--- src/rtl/hsw_pkg.sv ---
// Shared types for the hot-swap fault sequencer.
// Assumes fault bit positions are fixed by the host-visible register layout.
package hsw_pkg;
    localparam int DATA_W = 8;

    typedef enum logic [2:0] {
        ST_OFF   = 3'd0,
        ST_START = 3'd1,
        ST_ON    = 3'd2,
        ST_COOL  = 3'd3,
        ST_LATCH = 3'd4
    } seq_state_t;

    typedef enum logic [1:0] {
        PGM_GOOD = 2'b00,
        PGM_INV  = 2'b01,
        PGM_GPO  = 2'b10,
        PGM_GPI  = 2'b11
    } pg_mode_t;

    localparam int FB_OV = 0;
    localparam int FB_OC = 2;
    localparam int FB_PB = 3;
    localparam int FB_RM = 4;
endpackage

--- src/rtl/hsw_host_regs.sv ---
// Host register file: control (addr 0), fault clear/readback (addr 1),
// cool-down pulse count (addr 2). Assumes single-cycle write strobes.
module hsw_host_regs
    import hsw_pkg::*;
#(
    parameter int CNT_W    = 8,
    parameter int COOL_RST = 2
) (
    input  logic              clk,
    input  logic              rst_n,
    input  logic              we_i,
    input  logic [1:0]        addr_i,
    input  logic [DATA_W-1:0] wdata_i,
    input  logic [DATA_W-1:0] fault_i,
    output logic [DATA_W-1:0] rdata_o,
    output logic [DATA_W-1:0] clr_o,
    output logic              retry_o,
    output logic              gpo_o,
    output pg_mode_t          pg_mode_o,
    output logic [CNT_W-1:0]  cool_o
);
    logic [DATA_W-1:0] ctrl_q;
    logic [CNT_W-1:0]  cool_q;

    // Store control and cool-down registers on host writes.
    always_ff @(posedge clk) begin
        if (!rst_n) begin
            ctrl_q <= '0;
            cool_q <= CNT_W'(COOL_RST);
        end else if (we_i) begin
            if (addr_i == 2'd0) ctrl_q <= wdata_i;
            if (addr_i == 2'd2) cool_q <= CNT_W'(wdata_i);
        end
    end

    // Decode write-one-to-clear mask for the fault register.
    always_comb begin
        clr_o = (we_i && addr_i == 2'd1) ? wdata_i : '0;
    end

    // Select read data for the addressed register.
    always_comb begin
        case (addr_i)
            2'd0:    rdata_o = ctrl_q;
            2'd1:    rdata_o = fault_i;
            2'd2:    rdata_o = DATA_W'(cool_q);
            default: rdata_o = '0;
        endcase
    end

    assign retry_o   = ctrl_q[0];
    assign gpo_o     = ctrl_q[1];
    assign pg_mode_o = pg_mode_t'(ctrl_q[DATA_W-1 -: 2]);
    assign cool_o    = cool_q;
endmodule

--- src/rtl/hsw_seq_fsm.sv ---
// Sequencing state machine: idle, start-up, on, cool-down, latched-off.
// Produces gate enable, timer start pulse and fault set events.
// Assumes all flags are synchronous to clk.
module hsw_seq_fsm
    import hsw_pkg::*;
#(
    parameter int CNT_W = 8
) (
    input  logic              clk,
    input  logic              rst_n,
    input  logic              oc_i,
    input  logic              ov_i,
    input  logic              uv_i,
    input  logic              pg_i,
    input  logic              card_i,
    input  logic              on_i,
    input  logic              su_done_i,
    input  logic              tmr_exp_i,
    input  logic              retry_i,
    input  logic [CNT_W-1:0]  cool_i,
    output logic              gate_en_o,
    output logic              tmr_start_o,
    output logic              pwr_on_o,
    output logic [DATA_W-1:0] set_o
);
    seq_state_t       st_q, st_d;
    logic [CNT_W-1:0] cnt_q;
    logic             card_q;
    logic             tst_q;
    logic             blocked;

    assign blocked = ov_i || uv_i || !on_i || !card_i;

    // Next-state decision.
    always_comb begin
        st_d = st_q;
        case (st_q)
            ST_OFF:   if (!blocked) st_d = ST_START;
            ST_START, ST_ON: begin
                if (blocked)               st_d = ST_OFF;
                else if (oc_i)             st_d = retry_i ? ST_COOL : ST_LATCH;
                else if (st_q == ST_START && su_done_i) st_d = ST_ON;
            end
            ST_COOL:  if (cnt_q >= cool_i && !oc_i) st_d = ST_OFF;
            ST_LATCH: if (!card_i) st_d = ST_OFF;
            default:  st_d = ST_OFF;
        endcase
    end

    // State, cool-down counter, card history and timer pulse registers.
    always_ff @(posedge clk) begin
        if (!rst_n) begin
            st_q   <= ST_OFF;
            cnt_q  <= '0;
            card_q <= 1'b0;
            tst_q  <= 1'b0;
        end else begin
            st_q   <= st_d;
            card_q <= card_i;
            tst_q  <= (st_d == ST_START && st_q != ST_START) ||
                      (st_d == ST_COOL  && st_q != ST_COOL);
            if (st_q != ST_COOL)
                cnt_q <= '0;
            else if (tmr_exp_i && cnt_q != '1)
                cnt_q <= cnt_q + 1'b1;
        end
    end

    assign gate_en_o   = (st_q == ST_START) || (st_q == ST_ON);
    assign pwr_on_o    = (st_q == ST_ON);
    assign tmr_start_o = tst_q;

    // Fault events raised this cycle.
    always_comb begin
        set_o        = '0;
        set_o[FB_OV] = ov_i;
        set_o[FB_OC] = oc_i && gate_en_o;
        set_o[FB_PB] = (st_q == ST_ON) && !pg_i;
        set_o[FB_RM] = card_q && !card_i;
    end

    a_r3_oc_gate_off: assert property (@(posedge clk) disable iff (!rst_n)
        (gate_en_o && oc_i) |=> !gate_en_o);
    a_r6_ov_gate_off: assert property (@(posedge clk) disable iff (!rst_n)
        ov_i |=> !gate_en_o);
    a_r8_block_off: assert property (@(posedge clk) disable iff (!rst_n)
        (uv_i || !on_i) |=> !gate_en_o);
    a_r2_start_pulse: assert property (@(posedge clk) disable iff (!rst_n)
        $rose(gate_en_o) |-> tmr_start_o);
    a_r5_cool_hold: assert property (@(posedge clk) disable iff (!rst_n)
        (st_q == ST_COOL && cnt_q < cool_i) |=> st_q == ST_COOL);
    a_r4_latch_hold: assert property (@(posedge clk) disable iff (!rst_n)
        (st_q == ST_LATCH && card_i) |=> st_q == ST_LATCH);
endmodule

--- src/rtl/hsw_fault_log.sv ---
// Sticky fault register with write-one-to-clear and alert request.
// Assumes set events win over a clear in the same cycle.
module hsw_fault_log
    import hsw_pkg::*;
(
    input  logic              clk,
    input  logic              rst_n,
    input  logic [DATA_W-1:0] set_i,
    input  logic [DATA_W-1:0] clr_i,
    output logic [DATA_W-1:0] fault_o,
    output logic              alert_o
);
    logic [DATA_W-1:0] fault_q, fault_d;
    logic              alert_q;
    logic              fresh;

    // Combine clears and new events into the next register value.
    always_comb begin
        fault_d = (fault_q & ~clr_i) | set_i;
        fresh   = |(set_i & ~fault_q);
    end

    // Hold faults and the alert until the register empties.
    always_ff @(posedge clk) begin
        if (!rst_n) begin
            fault_q <= '0;
            alert_q <= 1'b0;
        end else begin
            fault_q <= fault_d;
            alert_q <= (alert_q || fresh) && (fault_d != '0);
        end
    end

    assign fault_o = fault_q;
    assign alert_o = alert_q;

    a_r9_sticky: assert property (@(posedge clk) disable iff (!rst_n)
        (clr_i == '0) |=> ((fault_q & $past(fault_q)) == $past(fault_q)));
    a_r10_alert_empty: assert property (@(posedge clk) disable iff (!rst_n)
        (fault_q == '0) |-> !alert_q);
    a_r10_alert_rise: assert property (@(posedge clk) disable iff (!rst_n)
        ((set_i & ~fault_q) != '0) |=> alert_q);
endmodule

--- src/rtl/hsw_pg_out.sv ---
// Power-good pin selector: indication, inverse, host output or released.
// Assumes the released (input) mode is modelled as a low output.
module hsw_pg_out
    import hsw_pkg::*;
(
    input  logic     clk,
    input  logic     rst_n,
    input  pg_mode_t mode_i,
    input  logic     pg_i,
    input  logic     pwr_on_i,
    input  logic     gpo_i,
    output logic     pg_out_o
);
    logic good;

    // Pick the pin value for the selected mode.
    always_comb begin
        good = pg_i && pwr_on_i;
        case (mode_i)
            PGM_GOOD: pg_out_o = good;
            PGM_INV:  pg_out_o = !good;
            PGM_GPO:  pg_out_o = gpo_i;
            default:  pg_out_o = 1'b0;
        endcase
    end

    a_r11_gpi_released: assert property (@(posedge clk) disable iff (!rst_n)
        (mode_i == PGM_GPI) |-> !pg_out_o);
    a_r11_good_needs_on: assert property (@(posedge clk) disable iff (!rst_n)
        (mode_i == PGM_GOOD && pg_out_o) |-> pwr_on_i);
endmodule

--- src/rtl/hsw_sequencer.sv ---
// Top of the hot-swap fault sequencer: wires the host registers, the
// sequencing state machine, the fault log and the power-good pin selector.
// Assumes all inputs are synchronous to clk.
module hsw_sequencer
    import hsw_pkg::*;
#(
    parameter int CNT_W    = 8,
    parameter int COOL_RST = 2
) (
    input  logic              clk,
    input  logic              rst_n,
    input  logic              oc_i,
    input  logic              ov_i,
    input  logic              uv_i,
    input  logic              pg_i,
    input  logic              card_i,
    input  logic              on_i,
    input  logic              su_done_i,
    input  logic              tmr_exp_i,
    input  logic              host_we_i,
    input  logic [1:0]        host_addr_i,
    input  logic [DATA_W-1:0] host_wdata_i,
    output logic [DATA_W-1:0] host_rdata_o,
    output logic              gate_en_o,
    output logic              tmr_start_o,
    output logic [DATA_W-1:0] fault_o,
    output logic              pg_out_o,
    output logic              alert_o
);
    logic [DATA_W-1:0] clr, set;
    logic              retry, gpo, pwr_on;
    pg_mode_t          pg_mode;
    logic [CNT_W-1:0]  cool;

    hsw_host_regs #(.CNT_W(CNT_W), .COOL_RST(COOL_RST)) u_regs (
        .clk(clk), .rst_n(rst_n), .we_i(host_we_i), .addr_i(host_addr_i),
        .wdata_i(host_wdata_i), .fault_i(fault_o), .rdata_o(host_rdata_o),
        .clr_o(clr), .retry_o(retry), .gpo_o(gpo), .pg_mode_o(pg_mode),
        .cool_o(cool)
    );

    hsw_seq_fsm #(.CNT_W(CNT_W)) u_fsm (
        .clk(clk), .rst_n(rst_n), .oc_i(oc_i), .ov_i(ov_i), .uv_i(uv_i),
        .pg_i(pg_i), .card_i(card_i), .on_i(on_i), .su_done_i(su_done_i),
        .tmr_exp_i(tmr_exp_i), .retry_i(retry), .cool_i(cool),
        .gate_en_o(gate_en_o), .tmr_start_o(tmr_start_o),
        .pwr_on_o(pwr_on), .set_o(set)
    );

    hsw_fault_log u_log (
        .clk(clk), .rst_n(rst_n), .set_i(set), .clr_i(clr),
        .fault_o(fault_o), .alert_o(alert_o)
    );

    hsw_pg_out u_pg (
        .clk(clk), .rst_n(rst_n), .mode_i(pg_mode), .pg_i(pg_i),
        .pwr_on_i(pwr_on), .gpo_i(gpo), .pg_out_o(pg_out_o)
    );
endmodule

--- config.mk ---
export PLATFORM = sky130hd
export DESIGN_NAME = hsw_sequencer
export DESIGN_NICKNAME = d
export VERILOG_FILES = /design/src/rtl/hsw_pkg.sv /design/src/rtl/hsw_host_regs.sv /design/src/rtl/hsw_seq_fsm.sv /design/src/rtl/hsw_fault_log.sv /design/src/rtl/hsw_pg_out.sv /design/src/rtl/hsw_sequencer.sv
export SDC_FILE = /design/constraint.sdc
export NUM_CORES = 1
export LEC_CHECK = 0
export BUFFER_PORTS_ARGS = -buffer_cell sky130_fd_sc_hd__buf_2
export CORE_MARGIN = 10
export CORE_UTILIZATION = 59
export DETAILED_ROUTE_END_ITERATION = 8
export PLACE_DENSITY_LB_ADDON = 0.2
export SYNTH_ARGS = -nofsm -noshare
export SYNTH_HDL_FRONTEND = slang
export SYNTH_SLANG_ARGS = --single-unit
--- constraint.sdc ---
create_clock -name clk -period 3.4 [get_ports clk]
set_clock_uncertainty 0.2 [all_clocks]
set_input_delay 0.17 -clock clk [delete_from_list [all_inputs] [get_ports clk]]
set_output_delay 0.17 -clock clk [all_outputs]
set_load 0.01 [all_outputs]
==> flow_metrics.tcl, run 1 <==
set metrics [dict create \
    outcome "finished, final reports clean" \
    start_util 0.6116 \
    synth_top_area_frac 0.3698 \
    slew_headroom 0.5425 \
    routabilityCongestion 0.8197 \
    drtIter0Drc 112 \
    cts_root_buf "clkbuf_4" \
    wl_um 4921 \
    yosysWarnings 0 \
    leakage_nw 1.046 \
    grt_usage 0.1611 \
    io_pins 41 \
    finalCritPeriodShare 0.6445 \
    r2r_start "u_fsm.cnt_q[0]" \
    synth_ff_type "dfxtp_1" \
    crit_fanout 9 \
    die_h_um 79.05 \
    yosysUniqueCellTypes 46 \
    cts.clk_slew.worst_paths_ns 0.11 \
    grt_pass1_wl_um 8307 \
    cts_made_buffers 5 \
    cp.required_ns 3.03 \
    vias 1783 \
    synth_top_area_cell "dfxtp_1" \
    grt_start_max_net_pins 28 \
    crit_path_start "u_fsm.st_q[1]" \
    area_growth_pct 18.43 \
    wire_per_inst_um 15.19 \
    tns_ns 0 \
    synth_area_leaders "dfxtp_1 37%, mux2i_1 13%, nor2b_1 7.0%, ha_1 5.5%, o21ai_0 3.9%" \
    cp.arrival_ns 1.82 \
    drc_errors 0 \
    grt.overflow.total 0 \
    finalWorstSetupSlack_ns 1.209 \
    clock-sinks 38 \
    maxCapViolCount 0 \
    tritoncts "yes" \
    setup_violations 0 \
    dp_slack_ns 1.509 \
    rsz0062_at_grt "no" \
    total_power_mw 0.8094 \
    path_class "flip-flop to primary output" \
    h-tree-depth 2 \
    maxSlewViolCount 0 \
    syn_area_sq_um 2057 \
    synth-seq-cells 38 \
    hold_viol 0 \
    vias_per_cell 5.503 \
    syn_area_per_cell_sq_um 8.982 \
    synth_edf_count 0 \
    num_rows 21 \
    n_antenna_cell 0 \
    fin_util 0.7243 \
    nets 307 \
    grt_pass1_vias 1811 \
    max_freq_mhz 456.3 \
    tightest_slew_ns 0.6848 \
    synth_cells 229 \
    min_path_type "primary input to flip-flop" \
    first_pass_iters 4 \
    final_common_cell "buf_2" \
    synth_fp_nets 259 \
    hold_start "rst_n" \
    peakVddDrop_uv 267.1 \
    antenna_left 0 \
    powerDensity_nw_per_um2 332.3 \
    clk_latency_ns 0.34 \
    period_needed_ns 2.191 \
    yosysSeqAreaShare 0.3698 \
    die_area_sq_um 6248 \
    antenna_found_initial 0 \
    numPortBuffers 40 \
    critical_path.endpoint_type "primary output" \
    dieWidth_um 79.05 \
    hpwl_um 3590 \
    critPathLaunchType "flip-flop" \
    core_area_sq_um 3363 \
    drive_gt1_frac 0.1942 \
    final_cell_mix "40 x buf_2, 38 x dfxtp_1, 26 x mux2i_1" \
    whs_ns 0.02427 \
    clockBufferDepth 2 \
    fillers 297 \
    async_reset_ff_frac 0 \
]
-- final timing paths --
check	endpoint	depth (start not counted)	slack, ns
max	pg_out_o	4	1.21
min reg2reg	u_fsm.cnt_q[6]	2	0.33
min	u_regs.cool_o[1]	2	0.02
max reg2reg	u_fsm.st_q[1]	6	1.57
-- final cells by class --
cell class,instances,area [sq um],area share
clock buffer,7,55.05,0.02260
clock inverter,1,5.005,0.002054
inverter,13,48.80,0.02003
multi-input combinational,167,1191,0.4890
sequential,38,760.7,0.3123
tap,46,57.56,0.02363
timing repair buffer,52,317.8,0.1305
-- power breakdown --
part | switching, mW | internal (mW)
registers | 0.00819 | 0.455
logic | 0.0507 | 0.0496
clock network | 0.145 | 0.100
-- sequential cells by signal (all words and copies together) (netlist names) --
name,flops
u_fsm.cnt_q,8
u_log.fault_o,8
u_fsm.st_q,3
u_fsm.card_q,1
u_regs.cool_o,8
u_log.alert_o,1
u_regs.ctrl_q,8
u_fsm.tmr_start_o,1
-- cell families after synthesis --
kind of cell,share of synthesized area
AO/OA/AOI/OAI,0.1399
XOR/XNOR,0.02555
adder cells (fa/ha/maj),0.05475
buffers and inverters,0.05109
flip-flops,0.3698
multiplexers,0.1265
AND/OR/NAND/NOR,0.2324
-- through the flow --
stage               area (sq um)  std cells
global route                2436        324
global placement            2266        305
finish                      2436        324
floorplan                   2057        229
CTS                         2436        324
detailed placement          2266        305
-- synth_stat cells, drive strengths merged, types with 2 or more instances --
master	instances
mux2i	26
o21ai	16
nand4b	5
nand2	17
xnor2	3
inv	13
o21a	2
clkbuf	4
nor2b	23
dfxtp	38
a21oi	6
and4	2
nor3	2
buf	7
o2111ai	3
and2	4
o41ai	2
ha	9
nor2	15
and3	3
nand2b	2
a21boi	5
xor2	3
nor3b	2
-- layer usage --
metal  track usage  vias to the layer above  part of all wire
li1              -                      902                 -
met1        0.1859                      839              0.46
met2        0.2765                       37              0.48
met3       0.04842                        5             0.056
met4       0.05376                        0            0.0081
met5             0                        -                 0
-- repair_timing --
action / in CTS / in global routing
hold buffers: 11 / 0
endpoints found under the hold margin: 21 / 0
buffers inserted: 0 / 0
resized for setup: 0 / 0
-- worst max-delay path, stage by stage, from the launching register on --
cell	delay [ns]
dfxtp_1	0.50
nor4bb_1	0.55
mux2i_1	0.13
o21ai_0	0.15
buf_2	0.15
Note: power is estimated with default switching activity, not from simulation.
==> run 2: changes to the inputs <==
Settings changed: CORE_UTILIZATION 59 to 54.
Clock period 3.4 ns to 2.1 ns, I/O delays scaled along.
==> flow_metrics.tcl, run 2 (synthesized netlist as in run 1, its figures left out) <==
set metrics [dict create \
    cts.clk_slew.worst_paths_ns 0.07 \
    finalCritPeriodShare 0.9086 \
    vias_per_cell 5.450 \
    h-tree-depth 2 \
    die_h_um 81.72 \
    wire_per_inst_um 15.00 \
    r2r_end "u_fsm.st_q[1]" \
    r2r_start "u_regs.cool_o[7]" \
    r2r_setup_slack_ns 0.31 \
    io_pins 41 \
    max_freq_mhz 524.1 \
    cp.arrival_ns 1.60 \
    powerDensity_nw_per_um2 562.7 \
    worst-path-buf-inv 1 \
    p_int_mw 1.075 \
    antenna_left 0 \
    grt_usage 0.1582 \
    cp.required_ns 1.79 \
    cts_root_buf "clkbuf_8" \
    antenna_found_initial 0 \
    critical_path.endpoint_type "primary output" \
    clockBufferDepth 2 \
    grt_pass1_vias 1828 \
    dieWidth_um 81.72 \
    min_path_type "primary input to flip-flop" \
    path_cells "nor4bb_2 > mux2i_1 > o21ai_0 > buf_2" \
    post_cts_buffers 0 \
    outcome "finished, final reports clean" \
    r2r_cells 6 \
    leakage_nw 1.077 \
    hold_viol 0 \
    num_rows 22 \
    maxCapViolCount 0 \
    tightest_slew_ns 0.4268 \
    hpwl_um 3693 \
    crit_slowest_cell "dfxtp_1" \
    final_cell_mix "40 x buf_2, 38 x dfxtp_1, 26 x mux2i_1" \
    cts_made_buffers 5 \
    area_growth_pct 21.90 \
    wl_um 4934 \
    grt_pass1_wl_um 8397 \
    n_antenna_cell 0 \
    min_to "u_fsm.st_q[0]" \
    vias 1793 \
    critPathLaunchType "flip-flop" \
    start_util 0.5619 \
    switching_share 0.2379 \
    switchingPower_mw 0.3357 \
    period_needed_ns 1.908 \
    power_frac_seq 0.532 \
    clk_latency_ns 0.29 \
    rsz0062_at_grt "no" \
    crit_fanout 9 \
    whs_ns 0.006686 \
    numPortBuffers 40 \
    slew_headroom 0.7128 \
    final_common_cell "buf_2" \
    routabilityCongestion 0.8018 \
    die_area_sq_um 6678 \
    setup_violations 0 \
    grt.overflow.total 0 \
    maxSlewViolCount 0 \
    clkPwrFrac 0.349 \
    power_frac_comb 0.118 \
    drc_errors 0 \
    first_pass_iters 5 \
    grt_start_max_net_pins 26 \
    peakVddDrop_uv 461.9 \
    drive_gt1_frac 0.2064 \
    hold_start "oc_i" \
    tns_ns 0 \
    core_area_sq_um 3661 \
    total_power_mw 1.411 \
    drtIter0Drc 71 \
    crit_family "flip-flops" \
    max_stage_delay_ns 0.50 \
    nets 312 \
    clock-sinks 38 \
    whs_path_depth 3 \
    path_class "flip-flop to primary output" \
    tritoncts "yes" \
]
run 2: final cells by class:
cell class	instances	area, sq um
well taps	48	60.06
inverters	13	48.80
fillers	311	1154
flip-flops and latches	38	760.7
clock buffers	6	82.58
multi-input cells	167	1197
repair buffers	57	357.8
run 2: worst max path at each step:
stage / startpoint / to / slack, ns / cells past startpoint
2_1_floorplan: u_fsm.cnt_q[0] / u_fsm.st_q[1] / 0.44 / 6
3_3_place_gp: u_fsm.cnt_q[0] / u_fsm.st_q[1] / 0.37 / 6
3_5_place_dp: u_regs.cool_o[7] / u_fsm.st_q[1] / 0.33 / 6
4_1_cts: u_fsm.st_q[1] / pg_out_o / 0.08 / 4
5_1_grt: u_fsm.st_q[1] / pg_out_o / 0.02 / 4
6_report: u_fsm.st_q[1] / pg_out_o / 0.19 / 4
run 2: worst min-delay path, cell delays in order:
cell	delay, ns
buf_2	0.14
o221ai_1	0.14
nand2_1	0.08
run 2: power groups by stage:
stage / sequential, mW / combinational [mW] / clock, mW
3_3_place_gp: 0.767 / 0.149 / 0
2_1_floorplan: 0.765 / 0.0907 / 0
4_1_cts: 0.750 / 0.167 / 0.501
6_report: 0.751 / 0.167 / 0.493
3_5_place_dp: 0.767 / 0.149 / 0
5_1_grt: 0.752 / 0.186 / 0.531
run 2: timing repair:
action | 4_1_cts | 5_1_grt
resized for setup | 0 | 1
setup endpoints to repair | 0 | 1
hold buffers | 12 | 0
endpoints found under the hold margin | 21 | 0
run 2: layer usage:
layer  GRT usage  share of wire  wire length, um
met1      0.1841           0.43             2115
met2      0.2610           0.50             2484
met3     0.04913          0.049              242
met4     0.07143          0.019               93
met5           0              0                0
run 2: per-stage QoR:
| stage | util | instance area [sq um] | setup slack [ns] | instances |
|---|---|---|---|---|
| 4_1_cts | 0.6832 | 2501 | 0.08418 | 329 |
| 5_1_grt | 0.6849 | 2507 | 0.01785 | 329 |
| 6_report | 0.6849 | 2507 | 0.1920 | 329 |
| 3_5_place_dp | 0.6278 | 2298 | 0.3301 | 311 |
| 2_1_floorplan | - | 2057 | 0.4413 | 229 |
| 3_3_place_gp | 0.6278 | 2298 | 0.3694 | 311 |
